**config.mk**
```make
export PLATFORM = sky130hd
export DESIGN_NAME = nmi_combiner
export DESIGN_NICKNAME = d
export VERILOG_FILES = /design/src/rtl/nmi_combiner.sv
export SDC_FILE = /design/constraint.sdc
export NUM_CORES = 1
export LEC_CHECK = 0
export ABC_CLOCK_PERIOD_IN_PS = 2400
export BUFFER_PORTS_ARGS = -buffer_cell sky130_fd_sc_hd__buf_2
export CAP_MARGIN = 20
export CORE_AREA = 2 2 39 41
export DETAILED_ROUTE_END_ITERATION = 10
export DIE_AREA = 0 0 41 43
export PLACE_DENSITY = 0.77
export SKIP_CTS_REPAIR_TIMING = 1
export SYNTH_ARGS = -nofsm -noshare
export SYNTH_HDL_FRONTEND = slang
export SYNTH_SLANG_ARGS = --single-unit
```
**constraint.sdc**
```tcl
create_clock -name clk -period 2.4 [get_ports clk]
set_input_delay 0.24 -clock clk [delete_from_list [all_inputs] [get_ports clk]]
set_output_delay 0.24 -clock clk [all_outputs]
set_load 0.01 [all_outputs]
```
**src/rtl/nmi_combiner.sv**
```systemverilog
module nmi_combiner #(
  parameter int DW = 8,
  parameter int AW = 2,
  parameter logic [AW-1:0] A_FLAG = 2'd0,
  parameter logic [AW-1:0] A_ARM  = 2'd1,
  parameter logic [AW-1:0] A_CLR  = 2'd2
) (
  input  logic          clk,
  input  logic          rst_n,
  input  logic [4:0]    evt_i,
  input  logic [AW-1:0] addr,
  input  logic          wr_en,
  input  logic [DW-1:0] wdata,
  output logic [DW-1:0] rdata,
  output logic          nmi_req,
  output logic [2:0]    src_idx
);
  localparam logic [DW-1:0] MASK     = DW'(8'h3B);
  localparam logic [2:0]    IDX_NONE = 3'd5;

  logic [DW-1:0] flag_q, arm_q;
  logic [DW-1:0] evt_b, arm_set, clr_b;

  always_comb begin
    evt_b    = '0;
    evt_b[0] = evt_i[0];
    evt_b[1] = evt_i[1];
    evt_b[3] = evt_i[2];
    evt_b[4] = evt_i[3];
    evt_b[5] = evt_i[4];
  end

  assign arm_set = (wr_en && addr == A_ARM) ? (wdata & MASK) : '0;
  assign clr_b   = (wr_en && addr == A_CLR) ? (wdata & MASK) : '0;

  always_ff @(posedge clk) begin
    if (!rst_n) begin
      flag_q <= '0;
      arm_q  <= '0;
    end else begin
      flag_q <= (flag_q & ~clr_b) | (evt_b & arm_q);
      arm_q  <= arm_q | arm_set;
    end
  end

  always_comb begin
    unique case (addr)
      A_FLAG:  rdata = flag_q;
      A_ARM:   rdata = arm_q;
      default: rdata = '0;
    endcase
  end

  assign nmi_req = |flag_q;

  always_comb begin
    if      (flag_q[0]) src_idx = 3'd0;
    else if (flag_q[1]) src_idx = 3'd1;
    else if (flag_q[3]) src_idx = 3'd2;
    else if (flag_q[4]) src_idx = 3'd3;
    else if (flag_q[5]) src_idx = 3'd4;
    else                src_idx = IDX_NONE;
  end
endmodule


```
==> flow_metrics.py, run 1 <==
metrics = {
    "worst_setup_path": {
        "startpoint": "flag_q[0]",
        "path_delay_family": "simple AND/OR/NAND/NOR gates",
        "timing.rr.start": "arm_q[4]",
        "r2r_cells": 2,
        "critPathBufInv": 1,
        "cp_num_cells": 3,
        "path_cells": "nor4_1 > nand2b_1 > buf_2",
        "worstPathMaxFanout": 5,
        "reg2reg_slack_ns": 1.62,
        "required_ns": 2.16,
        "cp_slowest_cell": "nor4_1",
        "max_stage_delay_ns": 0.36,
        "worstReg2RegEnd": "flag_q[4]",
        "cp-endpoint": "nmi_req",
        "start_kind": "flip-flop",
        "arrival_ns": 1.18,
        "crit_path_end_kind": "output port",
        "path_class": "reg -> out",
    },
    "synth": {
        "synth-edff-count": 0,
        "synth_cells": 56,
        "synth_top_area_frac": 0.3960,
        "avgSynthCellArea_um2": 9.027,
        "synth_flop_cell": "dfxtp_1",
        "yosys-top-cells-count": "dfxtp_1 (10), nor2_1 (7)",
        "synth.most_common_cell": "dfxtp_1",
        "yosys_register_bits": 10,
        "yosysWarnings": 0,
        "yosysUniqueCellTypes": 18,
        "async_flop_share": 0,
        "synth_area_leaders": "dfxtp_1 (40%), mux2i_1 (9.9%), a22o_1 (8.7%)",
        "ys_seq_area_frac": 0.3960,
        "synth_top_area_cell": "dfxtp_1",
        "synth_area_um2": 505.5,
    },
    "sta": {
        "holdWs_ns": 0.1802,
        "max_clock_freq_mhz": 705.8,
        "fin_tns_setup_ns": 0,
        "post-route-min-period_ns": 1.417,
        "grt_setup_unrepaired": "no",
        "setup_viol": 0,
        "post-route-period-util": 0.5904,
        "report.final.slew_viol_count": 0,
        "finClkSkew_ns": 0.004730,
        "hold_viol": 0,
    },
    "layout": {
        "synthToLayoutAreaGrowth_pct": 25.99,
        "num_antenna_cells": 0,
        "nets": 100,
        "drive_gt1_frac": 0.3625,
    },
    "grt": {
        "grt_overflow": 0,
        "grt_util_all_layers": 0.1404,
        "use_met3": 0.02094,
        "grt_antenna_before_repair": 0,
        "grtUsageMet2": 0.2188,
        "grt_pass1_vias": 389,
        "grt_max_degree": 8,
        "busiest_layer": "met2",
        "grt_use_met1": 0.1541,
        "grt_pass1_wl_mm": 1.580,
    },
    "cts": {
        "cts_tree": "built",
        "h-tree-depth": 1,
        "ctsRootBufferMaster": "clkbuf_4",
        "clk_pin_slew_worst_paths_ns": 0.06,
        "cts_buffer_depth": 2,
        "cts_num_sinks": 10,
        "clk_latency_ns": 0.26,
        "cts_buffers": 3,
    },
    "drt": {
        "drt_first_pass_iters": 4,
        "ant_nets": 0,
        "drc_errors": 0,
        "vias_per_cell": 5.094,
        "wire_per_inst_um": 11.81,
        "wirelength_mm": 1.134,
        "initialDrtViolationCount": 2,
        "via_count": 489,
    },
    "power": {
        "cellPowerDensity_nw_per_um2": 527.3,
        "p_leak_nw": 0.2999,
        "ir_drop_v": 0.0001465,
    },
    "floorplan": {
        "core.rowCount": 14,
        "core_um2": 1384,
        "die_width_um": 41,
        "io_pins": 30,
        "die-area_um2": 1763,
        "die_h_um": 43,
        "initial_core_util": 0.3653,
    },
    "flow_run": {
        "drv_cap": 0,
    },
    "placement": {
        "gp_congestion": 0.5921,
        "dp_hpwl_um": 914.9,
        "numPortBuffers": 23,
    },
    "outcome": {
        "outcome": "finished clean",
    },
    "hold_path": {
        "min-delay-start": "wdata[1]",
        "hold_class": "in -> reg",
    },
}
## where the power goes
group / leakage (nW) / internal, mW / total (mW) / switching [mW]
Combinational: 0.205 / 0.0234 / 0.0505 / 0.0271
Clock: 0.0138 / 0.0576 / 0.109 / 0.0514
Sequential: 0.0811 / 0.171 / 0.176 / 0.00499
Total: 0.300 / 0.252 / 0.336 / 0.0835
## flip-flops by register name, indices dropped and copies added, names as in the netlist
| register | cells |
|---|---|
| arm_q | 5 |
| flag_q | 5 |
## worst reg2reg max path, cell delays in order (launching register included)
cell and delay, ns:
dfxtp_1 0.37, nand2_1 0.07, a311oi_1 0.25
## how the worst min path moves through the flow
stage | endpoint | cells past startpoint
2_1_floorplan | flag_q[1] | 1
3_3_place_gp | flag_q[1] | 2
3_5_place_dp | flag_q[1] | 2
4_1_cts | flag_q[1] | 2
5_1_grt | flag_q[1] | 2
6_report | flag_q[1] | 2
## per-layer routing
layer | share of wire | vias to the layer above
met5 | 0 | -
met4 | 0.030 | 0
met3 | 0.086 | 4
met2 | 0.43 | 24
met1 | 0.45 | 211
li1 | - | 250
## final cells by class
class                      instances  area, um^2
timing repair buffer              23       115.1
tap                               16       20.02
fill                             142       747.0
sequential                        10       200.2
multi-input combinational         42       271.5
clock buffer                       3       22.52
inverter                           2       7.507
## metrics by stage
| step | util | cells | power [mW] | cell area (um^2) | setup slack (ns) |
|---|---|---|---|---|---|
| finish | 0.4602 | 96 | 0.3358 | 636.9 | 0.9831 |
| floorplan | - | 58 | 0.2095 | 513.0 | 1.126 |
| global placement | 0.4439 | 93 | 0.2295 | 614.3 | 1.262 |
| CTS | 0.4602 | 96 | 0.3414 | 636.9 | 0.9597 |
| global route | 0.4602 | 96 | 0.3552 | 636.9 | 0.8715 |
| detailed placement | 0.4439 | 93 | 0.2308 | 614.3 | 1.244 |
## placed cells by master, fill, tap and decap left out, types with 2 or more instances in the layout
cell type and n:
a21oi_1 5, a22o_1 5, a311oi_1 4, buf_2 23, clkbuf_4 3, conb_1 3
dfxtp_1 10, inv_1 2, mux2i_1 5, nand2_1 5, nand2b_1 2, nor2_1 7
## cells by family after synthesis
kind of cell	after synthesis	synth area share
muxes	5	0.09901
and+or+nand+nor	18	0.1782
other	1	0.007419
AOI/OAI and AO/OA	16	0.2376
buffers and inverters	6	0.08168
DFF	10	0.3960
Power figures use the tool's default switching activity.
==> inputs of run 2 (changes only) <==
--- a/config.mk
+++ b/config.mk
@@ -5,12 +5,11 @@
 export SDC_FILE = /design/constraint.sdc
 export NUM_CORES = 1
 export LEC_CHECK = 0
-export ABC_CLOCK_PERIOD_IN_PS = 2400
+export ABC_CLOCK_PERIOD_IN_PS = 1300
 export BUFFER_PORTS_ARGS = -buffer_cell sky130_fd_sc_hd__buf_2
 export CAP_MARGIN = 20
-export CORE_AREA = 2 2 39 41
+export CORE_UTILIZATION = 36
 export DETAILED_ROUTE_END_ITERATION = 10
-export DIE_AREA = 0 0 41 43
 export PLACE_DENSITY = 0.77
 export SKIP_CTS_REPAIR_TIMING = 1
 export SYNTH_ARGS = -nofsm -noshare
==> constraint.sdc (replaced) <==
create_clock -name clk -period 1.3 [get_ports clk]
set_input_delay 0.13 -clock clk [delete_from_list [all_inputs] [get_ports clk]]
set_output_delay 0.13 -clock clk [all_outputs]
set_load 0.01 [all_outputs]
==> run 2 against run 1 <==
  * Combinational power is 92% higher
  * Worst hold slack worse by 0.13 ns
  * Design area increased by 5.5%
==> flow_metrics.py, run 2 (synthesized netlist as in run 1, its figures left out) <==
metrics = {
    "floorplan": {
        "initial_core_util": 0.3885,
        "die_width_um": 39.47,
        "io_pins": 30,
        "core_um2": 1301,
        "core.rowCount": 13,
        "die-area_um2": 1558,
        "die_h_um": 39.47,
    },
    "layout": {
        "design_area_um2": 671.9,
        "synthToLayoutAreaGrowth_pct": 32.92,
        "fin_util": 0.5163,
        "num_antenna_cells": 0,
        "final_cell_mix": "buf_2 (23), nor2_1 (7), dfxtp_1 (7)",
        "reg_top3": "arm_q (5), flag_q (5)",
        "drive_gt1_frac": 0.4321,
        "final_common_cell": "buf_2",
        "nets": 100,
    },
    "sta": {
        "setup_ws_ns": 0.04327,
        "grt_setup_unrepaired": "yes",
        "report.final.slew_viol_count": 0,
        "holdWs_ns": 0.05308,
        "finClkSkew_ns": 0.00008807,
        "hold_viol": 0,
        "post-route-min-period_ns": 1.257,
        "post-route-period-util": 0.9667,
        "setup_viol": 0,
        "max_clock_freq_mhz": 795.7,
    },
    "drt": {
        "ant_nets": 0,
        "vias_per_cell": 5.240,
        "drc_errors": 0,
        "wire_per_inst_um": 12.65,
        "drt_first_pass_iters": 4,
        "via_count": 503,
        "initialDrtViolationCount": 8,
        "wirelength_mm": 1.214,
    },
    "power": {
        "cellPowerDensity_nw_per_um2": 1057,
        "ir_drop_v": 0.0006627,
        "p_leak_nw": 0.3154,
        "total_power_uw": 709.9,
    },
    "outcome": {
        "outcome": "finished clean",
    },
    "cts": {
        "cts_tree": "built",
        "cts_buffers": 3,
        "clk_pin_slew_worst_paths_ns": 0.07,
        "cts_buffer_depth": 2,
        "cts_num_sinks": 10,
        "clk_latency_ns": 0.27,
        "ctsRootBufferMaster": "clkbuf_4",
        "h-tree-depth": 1,
    },
    "worst_setup_path": {
        "cp-endpoint": "nmi_req",
        "r2r_cells": 3,
        "timing.rr.start": "flag_q[3]",
        "worstPathMaxFanout": 5,
        "reg2reg_slack_ns": 0.43,
        "start_kind": "flip-flop",
        "path_class": "reg -> out",
        "arrival_ns": 1.13,
        "worstReg2RegEnd": "flag_q[3]",
        "startpoint": "flag_q[1]",
        "crit_path_end_kind": "output port",
        "required_ns": 1.17,
    },
    "placement": {
        "numPortBuffers": 23,
        "dp_hpwl_um": 843,
        "placed_area_um2": 613.1,
        "gp_congestion": 0.7786,
        "place_ws_ns": 0.2440,
    },
    "grt": {
        "grt_max_degree": 8,
        "grt_util_all_layers": 0.1677,
        "grt_pass1_wl_mm": 1.669,
        "grt_pass1_vias": 404,
        "grt_overflow": 0,
        "grt_antenna_before_repair": 0,
    },
    "hold_path": {
        "hold-path-cell-count": 2,
        "hold_class": "in -> reg",
    },
    "flow_run": {
        "drv_cap": 0,
    },
}
-- run 2: changes by cell type in the layout (fill, tap and decap cells not counted), sizes merged --
cell	before	now
clkbuf	3	4
-- run 2: how the worst min path moves through the flow --
stage          startpoint        end
6_report         wdata[4]  flag_q[4]
5_1_grt          wdata[4]  flag_q[4]
2_1_floorplan    wdata[1]  flag_q[1]
4_1_cts          wdata[4]  flag_q[4]
3_5_place_dp     wdata[4]  flag_q[4]
3_3_place_gp     wdata[1]  flag_q[1]
-- run 2: critical path: stages (launching register included) --
cell and delay (ns):
dfxtp_2 0.36, nor4_4 0.29, nand2b_1 0.08, buf_2 0.14
-- run 2: layer usage --
layer | up-vias | wire length, um | GRT usage | part of all wire
met5 | - | 0 | 0 | 0
met4 | 0 | 27 | 0.1293 | 0.022
met3 | 4 | 76 | 0.03409 | 0.063
met2 | 21 | 583 | 0.2418 | 0.48
met1 | 224 | 528 | 0.2131 | 0.43
li1 | 254 | - | - | -
-- run 2: per-stage QoR --
| stage | TNS, ns | cells |
|---|---|---|
| after floorplan | 0 | 58 |
| after global placement | 0 | 92 |
| final | 0 | 96 |
| after CTS | -0.09496 | 96 |
| after global routing | -0.004283 | 96 |
| after detailed placement | 0 | 92 |
-- run 2: where the power goes --
group / switching, mW / internal [mW] / total, mW
logic: 0.0506 / 0.0465 / 0.0971
clock network: 0.114 / 0.170 / 0.285
registers: 0.0117 / 0.316 / 0.328
-- run 2: final cells by class --
type	count	area [um^2]
clock buffers	4	36.28
inverters	2	7.507
fillers	137	629.4
well taps	15	18.77
repair buffers	23	115.1
flip-flops and latches	10	203.9
multi-input cells	42	290.3
==> inputs of run 3 (changes only) <==
--- a/config.mk
+++ b/config.mk
@@ -5,6 +5,7 @@
 export SDC_FILE = /design/constraint.sdc
 export NUM_CORES = 1
 export LEC_CHECK = 0
+export ABC_AREA = 1
 export ABC_CLOCK_PERIOD_IN_PS = 1300
 export BUFFER_PORTS_ARGS = -buffer_cell sky130_fd_sc_hd__buf_2
 export CAP_MARGIN = 20
==> run 3 against run 2 <==
  * Design area is 3.7% lower
  * Worst setup slack better by 0.075 ns
  * Worst hold slack better by 0.055 ns
  * Clock skew is 0.0022 ns higher
  * Core utilization is 1.9 points lower
  * Non-clock buffer count stayed put
  * Count of clock-buffer cells in the layout is 1 lower
  * Highest routed layer unchanged
  * Sequential cell count stayed put
  * Cell count is 17% higher
  * Critical endpoint is now src_idx[0]
  * Maximum frequency is 6.3% higher
  * Register-to-register slack better by 0.19 ns
  * Clock power is 27% lower
==> flow_metrics.py, run 3 <==
metrics = {
    "outcome": {
        "outcome": "finished clean",
    },
    "synth": {
        "synth_cells": 72,
        "synth_top_area_frac": 0.3960,
        "synth_top_area_cell": "dfxtp_1",
        "synth-edff-count": 0,
        "async_flop_share": 0,
        "synth_area_um2": 505.5,
        "synth_area_leaders": "dfxtp_1 (40%), nand2_1 (12%), a21oi_1 (11%)",
        "ys_seq_area_frac": 0.3960,
        "yosys-top-cells-count": "nand2_1 (16), a21oi_1 (11), inv_1 (11)",
        "synth_flop_cell": "dfxtp_1",
        "yosysWarnings": 0,
        "synth.most_common_cell": "nand2_1",
        "yosys_register_bits": 10,
        "yosysUniqueCellTypes": 17,
        "avgSynthCellArea_um2": 7.021,
    },
    "layout": {
        "synthToLayoutAreaGrowth_pct": 27.97,
        "final_common_cell": "buf_2",
        "design_area_um2": 646.9,
        "final_cell_count_no_fill": 112,
        "reg_top3": "arm_q (5), flag_q (5)",
        "num_antenna_cells": 0,
        "drive_gt1_frac": 0.2990,
        "nets": 117,
        "fillers": 140,
        "final_cell_mix": "buf_2 (23), nand2_1 (16), inv_1 (11), a21oi_1 (11), dfxtp_1 (10)",
    },
    "cts": {
        "cts_tree": "built",
        "h-tree-depth": 1,
        "cts_buffers": 3,
        "cts_num_sinks": 10,
        "cts_buffer_depth": 2,
        "clk_latency_ns": 0.26,
        "clk_pin_slew_worst_paths_ns": 0.06,
        "ctsRootBufferMaster": "clkbuf_4",
    },
    "worst_setup_path": {
        "arrival_ns": 1.05,
        "path_delay_family": "flip-flops",
        "cp_slowest_cell": "dfxtp_1",
        "start_kind": "flip-flop",
        "startpoint": "flag_q[4]",
        "crit_path_end_kind": "output port",
        "timing.rr.start": "flag_q[4]",
        "critPathBufInv": 1,
        "worstReg2RegEnd": "flag_q[4]",
        "worstPathMaxFanout": 5,
        "cp_num_cells": 3,
        "reg2reg_slack_ns": 0.62,
        "cp-endpoint": "src_idx[0]",
        "required_ns": 1.17,
        "max_stage_delay_ns": 0.41,
        "r2r_cells": 2,
        "path_class": "reg -> out",
        "path_cells": "o21ai_0 > a21oi_1 > buf_2",
    },
    "floorplan": {
        "die_width_um": 39.47,
        "die-area_um2": 1558,
        "initial_core_util": 0.3885,
        "die_h_um": 39.47,
        "io_pins": 30,
        "core.rowCount": 13,
        "core_um2": 1301,
    },
    "placement": {
        "placed_area_um2": 624.3,
        "gp_congestion": 0.7123,
        "dp_hpwl_um": 875.2,
        "dp_cells": 109,
        "numPortBuffers": 23,
    },
    "power": {
        "seqPwrFrac": 0.510,
        "p_clk_frac": 0.330,
        "comb_power_share": 0.159,
        "cellPowerDensity_nw_per_um2": 977.3,
        "p_sw_uw": 169.3,
        "p_leak_nw": 0.2824,
        "sw_frac_of_total": 0.2678,
        "p_int_uw": 462.9,
        "ir_drop_v": 0.0007328,
    },
    "grt": {
        "grt_antenna_before_repair": 0,
        "grt_overflow": 0,
        "grt_util_all_layers": 0.1706,
        "grt_pass1_wl_mm": 1.718,
        "grt_pass1_vias": 424,
        "grt_max_degree": 11,
    },
    "sta": {
        "post-route-min-period_ns": 1.182,
        "fin_tns_setup_ns": 0,
        "setup_viol": 0,
        "grt_setup_unrepaired": "no",
        "post-route-period-util": 0.9093,
        "hold_viol": 0,
        "report.final.slew_viol_count": 0,
        "finClkSkew_ns": 0.002270,
        "max_clock_freq_mhz": 846.0,
    },
    "drt": {
        "via_count": 540,
        "drc_errors": 0,
        "initialDrtViolationCount": 16,
        "drt_first_pass_iters": 4,
        "vias_per_cell": 4.821,
        "wirelength_mm": 1.212,
        "ant_nets": 0,
        "wire_per_inst_um": 10.82,
    },
    "flow_run": {
        "drv_cap": 0,
    },
    "hold_path": {
        "hold_class": "in -> reg",
    },
}
-- run 3: power by group through the flow --
stage / Clock, mW / Sequential [mW] / Combinational, mW
6_report: 0.209 / 0.323 / 0.101
5_1_grt: 0.231 / 0.324 / 0.111
4_1_cts: 0.217 / 0.322 / 0.0995
3_5_place_dp: 0 / 0.330 / 0.0993
3_3_place_gp: 0 / 0.329 / 0.0986
2_1_floorplan: 0 / 0.328 / 0.0592
-- run 3: through the flow --
stage	hold WS (ns)	worst slack [ns]	power [mW]	util
finish	0.1083	0.1179	0.6322	0.4971
global placement	0.3797	0.3161	0.4276	0.4798
floorplan	0.2705	0.3954	0.3870	-
detailed placement	0.3830	0.3089	0.4288	0.4798
global route	0.1267	0.04595	0.6665	0.4971
CTS	0.1028	0.1229	0.6390	0.4971
-- run 3: worst min path at each step --
stage | start | endpoint | depth (start not counted)
floorplan | evt_i[0] | flag_q[0] | 2
global placement | evt_i[0] | flag_q[0] | 3
detailed placement | evt_i[0] | flag_q[0] | 3
CTS | evt_i[0] | flag_q[0] | 3
global route | wdata[1] | arm_q[1] | 3
finish | evt_i[0] | flag_q[0] | 3
-- run 3: cell families after synthesis --
group	share of synthesized area
buf+inv	0.1411
compound gates	0.1782
other cells	0.007419
simple gates	0.2772
flops	0.3960
-- run 3: worst min-delay path: stages --
cell and delay [ns]:
buf_2 0.09, nand2_1 0.04, a21oi_1 0.05
-- run 3: layout make-up --
type | count | area, um^2 | share of cell area
multi-input cells | 48 | 241.5 | 0.3733
inverters | 13 | 48.80 | 0.07544
flip-flops and latches | 10 | 200.2 | 0.3095
clock buffers | 3 | 22.52 | 0.03482
repair buffers | 23 | 115.1 | 0.1779
well taps | 15 | 18.77 | 0.02901
-- run 3: layer usage --
layer | share of wire | track usage
met3 | 0.088 | 0.08523
met2 | 0.42 | 0.2500
met5 | 0 | 0
met1 | 0.48 | 0.2143
met4 | 0.0083 | 0.05172
